### src/rtl/irtx_pkg.sv
package irtx_pkg;

  // One queued run: polarity flag over a length-minus-one field.
  typedef struct packed {
    logic       space;
    logic [6:0] len;
  } irtx_sym_t;

  // Low-water level selected by the 2-bit threshold code.
  function automatic int unsigned low_mark(input logic [1:0] code);
    case (code)
      2'd0:    return 1;
      2'd1:    return 7;
      2'd2:    return 17;
      default: return 25;
    endcase
  endfunction

endpackage

### src/rtl/irtx_fifo.sv
module irtx_fifo #(
  parameter int DEPTH = 32,
  parameter int DW    = 8,
  parameter int CNT_W = $clog2(DEPTH + 1)
) (
  input  logic             clk,
  input  logic             rst_n,
  input  logic             clr,
  input  logic             push,
  input  logic [DW-1:0]    wdata,
  input  logic             pop,
  output logic [DW-1:0]    rdata,
  output logic [CNT_W-1:0] count,
  output logic             empty,
  output logic             ovf
);
  localparam int AW = $clog2(DEPTH);
  localparam logic [AW-1:0]    LAST = AW'(DEPTH - 1);
  localparam logic [CNT_W-1:0] FULL = CNT_W'(DEPTH);

  logic [DW-1:0]    mem [DEPTH];
  logic [AW-1:0]    wp_q, wp_d, rp_q, rp_d;
  logic [CNT_W-1:0] cnt_q, cnt_d;
  logic             ovf_q, ovf_d;
  logic             accept, take;

  always_comb begin
    accept = push && (cnt_q != FULL) && !clr;
    take   = pop && (cnt_q != '0) && !clr;
    wp_d   = wp_q;
    rp_d   = rp_q;
    cnt_d  = cnt_q;
    ovf_d  = ovf_q;
    if (clr) begin
      wp_d  = '0;
      rp_d  = '0;
      cnt_d = '0;
      ovf_d = 1'b0;
    end else begin
      if (accept) wp_d = (wp_q == LAST) ? '0 : wp_q + AW'(1);
      if (take)   rp_d = (rp_q == LAST) ? '0 : rp_q + AW'(1);
      if (accept && !take)      cnt_d = cnt_q + CNT_W'(1);
      else if (take && !accept) cnt_d = cnt_q - CNT_W'(1);
      if (push && (cnt_q == FULL)) ovf_d = 1'b1;
    end
  end

  always_ff @(posedge clk or negedge rst_n) begin
    if (!rst_n) begin
      wp_q  <= '0;
      rp_q  <= '0;
      cnt_q <= '0;
      ovf_q <= 1'b0;
    end else begin
      wp_q  <= wp_d;
      rp_q  <= rp_d;
      cnt_q <= cnt_d;
      ovf_q <= ovf_d;
    end
  end

  always_ff @(posedge clk) begin
    if (accept) mem[wp_q] <= wdata;
  end

  assign rdata = mem[rp_q];
  assign count = cnt_q;
  assign empty = (cnt_q == '0);
  assign ovf   = ovf_q;
endmodule

### src/rtl/irtx_seq.sv
module irtx_seq #(
  parameter int LEN_W = 7
) (
  input  logic           clk,
  input  logic           rst_n,
  input  logic           clr,
  input  logic           tick,
  input  logic           empty,
  input  logic [LEN_W:0] rdata,
  output logic           pop,
  output logic           mark
);
  localparam int RW = LEN_W + 1;

  logic          act_q, act_d;
  logic          spc_q, spc_d;
  logic [RW-1:0] rem_q, rem_d;
  logic          ending;

  always_comb begin
    act_d  = act_q;
    spc_d  = spc_q;
    rem_d  = rem_q;
    pop    = 1'b0;
    ending = !act_q || (tick && (rem_q == RW'(1)));
    if (clr) begin
      act_d = 1'b0;
    end else if (ending) begin
      if (!empty) begin
        pop   = 1'b1;
        act_d = 1'b1;
        spc_d = rdata[LEN_W];
        rem_d = {1'b0, rdata[LEN_W-1:0]} + RW'(1);
      end else begin
        act_d = 1'b0;
      end
    end else if (tick) begin
      rem_d = rem_q - RW'(1);
    end
  end

  always_ff @(posedge clk or negedge rst_n) begin
    if (!rst_n) begin
      act_q <= 1'b0;
      spc_q <= 1'b1;
      rem_q <= '0;
    end else begin
      act_q <= act_d;
      spc_q <= spc_d;
      rem_q <= rem_d;
    end
  end

  assign mark = act_q && !spc_q;
endmodule

### src/rtl/irtx_carrier.sv
module irtx_carrier #(
  parameter int CODE_W = 5,
  parameter int PW_W   = 3,
  parameter int BASE   = 4
) (
  input  logic              clk,
  input  logic              rst_n,
  input  logic              mark,
  input  logic [CODE_W-1:0] code,
  input  logic [PW_W-1:0]   pw,
  output logic              drive
);
  localparam int PER_W = $clog2(BASE + (1 << CODE_W));

  logic [PER_W-1:0] cnt_q, cnt_d;
  logic [PER_W-1:0] period, hi_raw, hi;

  always_comb begin
    period = PER_W'(BASE) + PER_W'(code);
    hi_raw = PER_W'(pw) + PER_W'(1);
    hi     = (hi_raw < period) ? hi_raw : period - PER_W'(1);
    if (!mark)                            cnt_d = '0;
    else if (cnt_q >= period - PER_W'(1)) cnt_d = '0;
    else                                  cnt_d = cnt_q + PER_W'(1);
  end

  always_ff @(posedge clk or negedge rst_n) begin
    if (!rst_n) cnt_q <= '0;
    else        cnt_q <= cnt_d;
  end

  assign drive = mark && (cnt_q < hi);
endmodule

### src/rtl/irtx_pulse_engine.sv
module irtx_pulse_engine #(
  parameter  int DEPTH    = 32,
  parameter  int CAR_BASE = 4,
  localparam int CNT_W    = $clog2(DEPTH + 1)
) (
  input  logic             clk,
  input  logic             rst_n,
  input  logic             tick,
  input  logic             wr_en,
  input  logic [7:0]       wr_data,
  input  logic             fifo_clr,
  input  logic [1:0]       thr_sel,
  input  logic [4:0]       car_code,
  input  logic [2:0]       pw_code,
  output logic [CNT_W-1:0] used_cnt,
  output logic             low_level,
  output logic             wr_overflow,
  output logic             ir_out
);
  logic [1:0] rst_sync_q;
  logic       rst_n_s;
  logic       pop_w, empty_w, mark_w;
  logic [7:0] head_w;

  // Assert asynchronously, release on the clock.
  always_ff @(posedge clk or negedge rst_n) begin
    if (!rst_n) rst_sync_q <= 2'b00;
    else        rst_sync_q <= {rst_sync_q[0], 1'b1};
  end
  assign rst_n_s = rst_sync_q[1];

  irtx_fifo #(.DEPTH(DEPTH), .DW(8), .CNT_W(CNT_W)) u_fifo (
    .clk(clk), .rst_n(rst_n_s), .clr(fifo_clr), .push(wr_en),
    .wdata(wr_data), .pop(pop_w), .rdata(head_w), .count(used_cnt),
    .empty(empty_w), .ovf(wr_overflow)
  );

  irtx_seq #(.LEN_W(7)) u_seq (
    .clk(clk), .rst_n(rst_n_s), .clr(fifo_clr), .tick(tick),
    .empty(empty_w), .rdata(head_w), .pop(pop_w), .mark(mark_w)
  );

  irtx_carrier #(.CODE_W(5), .PW_W(3), .BASE(CAR_BASE)) u_car (
    .clk(clk), .rst_n(rst_n_s), .mark(mark_w), .code(car_code),
    .pw(pw_code), .drive(ir_out)
  );

  assign low_level = (32'(used_cnt) <= irtx_pkg::low_mark(thr_sel));
endmodule

### config.mk
export PLATFORM = sky130hd
export DESIGN_NAME = irtx_pulse_engine
export DESIGN_NICKNAME = d
export VERILOG_FILES = /design/src/rtl/irtx_pkg.sv /design/src/rtl/irtx_fifo.sv /design/src/rtl/irtx_seq.sv /design/src/rtl/irtx_carrier.sv /design/src/rtl/irtx_pulse_engine.sv
export SDC_FILE = /design/constraint.sdc
export NUM_CORES = 1
export LEC_CHECK = 0
export BUFFER_PORTS_ARGS = -buffer_cell sky130_fd_sc_hd__buf_2
export CAP_MARGIN = 20
export CORE_ASPECT_RATIO = 0.75
export CORE_MARGIN = 3
export CORE_UTILIZATION = 45
export CTS_BUF_LIST = sky130_fd_sc_hd__clkbuf_4
export CTS_CLUSTER_SIZE = 12
export DETAILED_ROUTE_END_ITERATION = 16
export SYNTH_ARGS = -nofsm -noshare
export SYNTH_HDL_FRONTEND = slang
export SYNTH_SLANG_ARGS = --single-unit
### constraint.sdc
create_clock -name clk -period 6.25 [get_ports clk]
set_clock_uncertainty 0.2 [all_clocks]
set_input_delay 0.625 -clock clk [delete_from_list [all_inputs] [get_ports clk]]
set_output_delay 0.625 -clock clk [all_outputs]
set_load 0.03 [all_outputs]
# Word level (Yosys, flattened, before mapping)
# Memories as Yosys holds them, arrays and structs flattened.
# Cells that the tools add are included.
# Widths: inputs -> output; s select.
dict set report word_totals {
  register_bits 35
  latchBits 0
  ramBits 256
  mem_bits_ro 0
  input_bits 23
  output_inout_bits 9
  word_cells 86
  mem_count 1
}
# memory depth width rd rd_clocked_by_memory_dff wr line_no
set mem_list {}
lappend mem_list {u_fifo.mem 32 8 1 0 1 irtx_fifo.sv:21} ;# logic [DW-1:0] mem [DEPTH];
dict set report classes {
  addsub 10
  n_mul 0
  div 0
  n_lt_le_gt_ge 4
  n_eq_ne 8
  shifts 0
  n_mux 25
  n_bitwise 2
  n_reduce_logical 27
}
# cell count
set ops {}
lappend ops {{$mux 6} 6}
lappend ops {{$le 6x32->1} 1}
lappend ops {{$mux 5} 6}
lappend ops {{$mux 8} 3}
lappend ops {{$pmux 5 s3} 1}
lappend ops {{$add 6x1->6 const B} 2}
lappend ops {{$lt 6x6->1} 2}
lappend ops {{$sub 6x1->6 const B} 2}
lappend ops {{$add 5x1->5 const B} 2}
lappend ops {{$eq 5x5->1 const B} 2}
lappend ops {{$logic_and 1x1->1} 10}
lappend ops {{$reduce_bool 2->1} 5}
lappend ops {{$mux 1} 9}
lappend ops {{$add 7x1->8 const B} 1}
lappend ops {{$eq 8x1->1 const B} 1}
lappend ops {{$sub 8x1->8 const B} 1}
lappend ops {{$add 3x5->6 const A} 1}
lappend ops {{$eq 6x6->1 const B} 1}
lappend ops {{$ge 6x6->1} 1}
lappend ops {{$logic_not 6->1} 1}
lappend ops {{$ne 6x6->1 const B} 1}
lappend ops {{$reduce_and 3->1} 2}
lappend ops {{$reduce_bool 6->1} 1}
lappend ops {{$logic_not 1->1} 5}
lappend ops {{other kinds (8)} 9}

# Logic depth before layout (Yosys ltp)
dict set report logic_depth {
  depth_word 11
  ltp_mapped 17
  ltp_nobuf 15
}

# Hierarchy
# From an unflattened synthesis, not the netlist that was laid out.
dict set report hier_totals {
  hier_cells 731
  area_unflattened_um2 12787.3
}
# mod instances cells_each area_per_inst_um2 seq_area_each_um2
set modules_own_cells {}
lappend modules_own_cells {irtx_fifo 1 536 11034.3 8112.8}
lappend modules_own_cells {irtx_carrier 1 94 820.8 150.1}
lappend modules_own_cells {irtx_seq 1 84 772.0 251.5}
lappend modules_own_cells {irtx_pulse_engine 1 17 160.2 50.0}

# Worst setup path before layout
# Ideal clock, no wire load.
dict set report synth_path {
  path_type {input port to output port}
  start {input port pw_code[0]}
  end {output port ir_out}
  arrival_time_ns 3.529
  t_required_ns 5.425
  setup_slack_ns 1.896
  cell_stages 14
  path_buffers 0
  cell_sequence {ha_1 ha_1 a21boi_0 o21a_1 o21a_1 o211ai_1 nor2_1 a21oi_1 ha_1 a21oi_1 nor2b_1 o21ai_0 nand2_1 a211oi_1}
}
dict set report synth_between {
  elab_chain_cells 5
}
# element line_no
set synth_rtl {}
lappend synth_rtl {{start: declaration} irtx_pulse_engine.sv:14} ;# input logic [2:0] pw_code,
lappend synth_rtl {{$add 3x1->4 *} irtx_carrier.sv:20} ;# hi_raw = PER_W'(pw) + PER_W'(1);
lappend synth_rtl {{$lt 6x6->1} irtx_carrier.sv:21} ;# hi = (hi_raw < period) ? hi_raw : period - PER_W'(1);
lappend synth_rtl {{$mux 6 *} irtx_carrier.sv:21}
lappend synth_rtl {{$lt 6x6->1 *} irtx_carrier.sv:32} ;# assign drive = mark && (cnt_q < hi);
lappend synth_rtl {{$logic_and 1x1->1 *} irtx_carrier.sv:32}
lappend synth_rtl {{end: declaration} irtx_pulse_engine.sv:18} ;# output logic ir_out
# Every way passes the cells marked *; elsewhere a longest branch is shown, timed or not.

# Final worst setup path
# Same ends and word-level chain as after synthesis.

==> flow_summary.yaml <==
placed_design:
  placed_area_um2: 13200
  pre_cts_ws_ps: 1850
  hpwlAfterDp_mm: 18.2
  dp.cells: 1214
  place_congestion: 0.782
  port_buffers: 31
clock_tree:
  clk_latency_ps: 690
  cts_tree: "done"
  clk_pin_slew_ps: 70
  cts_root_buf: "clkbuf_4"
  cts.sinks: 291
  numCtsBuffers: 71
  postCtsSetupRepairBufs: 0
  cts_buffer_depth: 3
  cts_max_level: 3
synthesis:
  synth_xor_area_frac: 0.0145
  syn_inst: 836
  ys_types: 65
  synthAdderAreaFrac: 0.0368
  synth_top_family_by_area: "multiplexers"
  synth_nets: 896
  ys.flop_type: "edfxtp_1"
  syn-cell-area_um2: 12800
  synth_mux_area_frac: 0.112
  synthSimpleGateAreaFrac: 0.0732
  ys_seq_elements: 291
  synth_edf_count: 256
  synth_warnings: 0
  avgSynthCellArea_um2: 15.3
  synth_compound_area_frac: 0.0688
  async_reset_ff_frac: 0.120
  ys_seq_area_frac: 0.669
finish:
  layout.nets: 972
  drive_gt1_frac: 0.210
  utilization: 0.516
  fillCellCount: 2364
  final_cells: 1339
  seqCellArea_um2: 8570
  area_delta_synth_final_pct: 10.6
  multiInputGateArea_um2: 3910
  final_area_um2: 14200
sta:
  rsz0062_at_grt: "false"
  finalCritPeriodShare: 0.704
  slew_violations: 0
  max_slew_margin: 0.326
  period_needed_ps: 4400
  tns_ps: 0
  setup_viol: 0
  worst_pin_slew_ps: 1010
  finalHoldViolCount: 0
  whs_ps: 66.5
  finalWorstSetupSlack_ps: 1850
  fmax_mhz: 227
worst_setup_path:
  cpLargestDelayFamily: "compound AO/OA/AOI/OAI gates"
  worst-path-max-fanout: 8
  critical_path.cell_chain: "buf_2 -> ha_1 -> ha_1 -> a21boi_0 -> o21a_1 -> o21a_1 -> o211ai_1 -> nor2_1 -> a21oi_1 -> ha_1 -> a21oi_1 -> nor2b_1 -> o21ai_0 -> nand2_1 -> a211oi_1 -> buf_2"
  reg2reg_to: "u_fifo.count[5]"
  crit_type: "input pin to output port"
  crit_path_end: "ir_out"
  crit_top_cell: "ha_1"
  cp.required_ps: 5420
  start_kind: "input pin"
  arrival_ps: 3580
  critPathSlowestCell: "o211ai_1"
  endpoint_kind: "output port"
  r2r.worst_path.cells: 12
  path_depth: 16
  critPathLaunch: "pw_code[0]"
  crit_buf_inv: 2
  reg2reg_from: "u_fifo.count[1]"
  r2r_slack_ps: 2370
  cpPeakStageDelay_ps: 470
power_and_ir_drop:
  vdd_drop_max_mv: 0.173
  power.share.clock: 0.309
  cellInternalPower_mw: 3.53
  p_leak_nw: 4.94
  powerDensity_nw_per_um2: 357
  pwr-share-seq: 0.464
  sw_frac_of_total: 0.303
  combPwrFrac: 0.227
  fin_total_pwr_mw: 5.06
  switchingPower_mw: 1.53
global_route:
  grt_max_degree: 51
  first_global_vias: 7374
  antenna_found_initial: 1
  grt_pass1_wl_mm: 44.5
  overflow: 0
  grt_usage: 0.192
floorplanning:
  core_um2: 27500
  io-pin-count: 32
  die_y_um: 152
  fp-row-count: 52
  dieArea_um2: 30500
  fp.dieW_um: 201
  initial_utilization: 0.466
drt:
  dr.pass1.iters: 5
  num_vias: 7418
  drc: 0
  ant_nets: 0
  drt_iter0_markers: 574
  wirelength_mm: 29.0
  routed_via_density: 5.54
  wl_per_cell_um: 21.6
worst_hold_path:
  hold_path.class: "input pin to async pin"
run:
  max-cap-violations: 0
run_status:
  status: "finished, final reports clean"
[synth_stat cells (5+ instances only)]
cell type | count | area share
nor2_1 | 77 | 0.023
o21ai_0 | 33 | 0.013
mux2i_1 | 61 | 0.048
dfrtp_1 | 34 | 0.066
mux4_2 | 33 | 0.058
o211ai_1 | 5 | 0.0029
buf_2 | 6 | 0.0023
clkbuf_1 | 14 | 0.0041
o22ai_1 | 5 | 0.0024
inv_1 | 19 | 0.0056
a21o_1 | 9 | 0.0053
a21oi_1 | 32 | 0.013
buf_6 | 10 | 0.0088
o221ai_1 | 9 | 0.0062
a221oi_1 | 9 | 0.0062
nand2b_1 | 14 | 0.0068
xnor2_1 | 9 | 0.0062
edfxtp_1 | 256 | 0.60
nand2_1 | 43 | 0.013
nor2b_1 | 5 | 0.0024
a211oi_1 | 5 | 0.0029
nand3_1 | 16 | 0.0063
a22oi_1 | 8 | 0.0047
buf_4 | 6 | 0.0035
ha_1 | 36 | 0.035
xor2_1 | 9 | 0.0062
nor3_1 | 6 | 0.0023
mux2_2 | 5 | 0.0044
and3_1 | 7 | 0.0034
[cell usage in the layout, fill, tap and decap left out, drive strengths merged, types with 16 or more instances in the layout]
cell type  instances
a21oi             32
buf               37
clkbuf           110
dfrtp             34
edfxtp           256
ha                36
inv               21
mux2i             61
mux4              34
nand2             43
nand3             16
nor2              77
o21ai             33
[what timing repair did]
item | CTS | global route
hold buffers | 3 | 0
hold endpoints to repair | 3 | 0
gates resized for setup | 0 | 0
[power by group through the flow]
| stage | Combinational (mW) | Clock, mW | Sequential (mW) |
|---|---|---|---|
| after CTS | 1.15 | 1.60 | 2.35 |
| after global routing | 1.25 | 1.72 | 2.37 |
| after global placement | 1.14 | 0 | 2.39 |
| after detailed placement | 1.14 | 0 | 2.39 |
| after floorplan | 0.942 | 0 | 2.30 |
| final | 1.15 | 1.56 | 2.35 |
[worst min-delay path by stage]
stage | start | end | slack (ps) | depth (start not counted)
after detailed placement | rst_sync_q[1] | u_seq.act_q | 100 | 1
after CTS | rst_n | rst_sync_q[0] | 3 | 2
after floorplan | rst_n | rst_sync_q[0] | 130 | 0
final | rst_n | rst_sync_q[0] | 70 | 2
after global routing | rst_n | rst_sync_q[0] | 20 | 2
after global placement | rst_sync_q[1] | u_seq.act_q | 90 | 1
[cell families (layout without fill, tap and decap cells)]
logic type	after synthesis	in the layout
and+or+nand+nor	196	196
muxes	100	100
other	1	3
xor gates and xnor gates	19	19
DFF	291	291
buffers and inverters	57	180
AOI/OAI and AO/OA	135	135
adders and majority gates	37	37
[per-layer routing]
metal / global-route usage / vias to the layer above / share of wire
li1: - / 3424 / -
met1: 0.289 / 3726 / 0.48
met2: 0.276 / 227 / 0.43
met3: 0.0524 / 41 / 0.068
met4: 0.0548 / 0 / 0.016
met5: 0 / - / 0
[cell type report]
type,count,share of cell area
Timing Repair Buffer,40,0.0163
Inverter,20,0.00530
Antenna cell,2,0.000353
Multi-Input combinational cell,488,0.276
Clock inverter,10,0.00459
Sequential cell,291,0.605
Tap cell,378,0.0334
Clock buffer,110,0.0583
[state kept, by name, indices dropped and copies added, names as in the netlist]
| register | flops |
|---|---|
| u_fifo.mem | 256 |
| u_fifo.count | 6 |
| u_car.cnt_q | 6 |
| rst_sync_q | 2 |
| u_seq.act_q | 1 |
| u_fifo.ovf | 1 |
| u_seq.spc_q | 1 |
| u_fifo.rp_q | 5 |
| u_seq.rem_q | 8 |
| u_fifo.wp_q | 5 |
No activity file was read; power rests on OpenSTA's default activity.
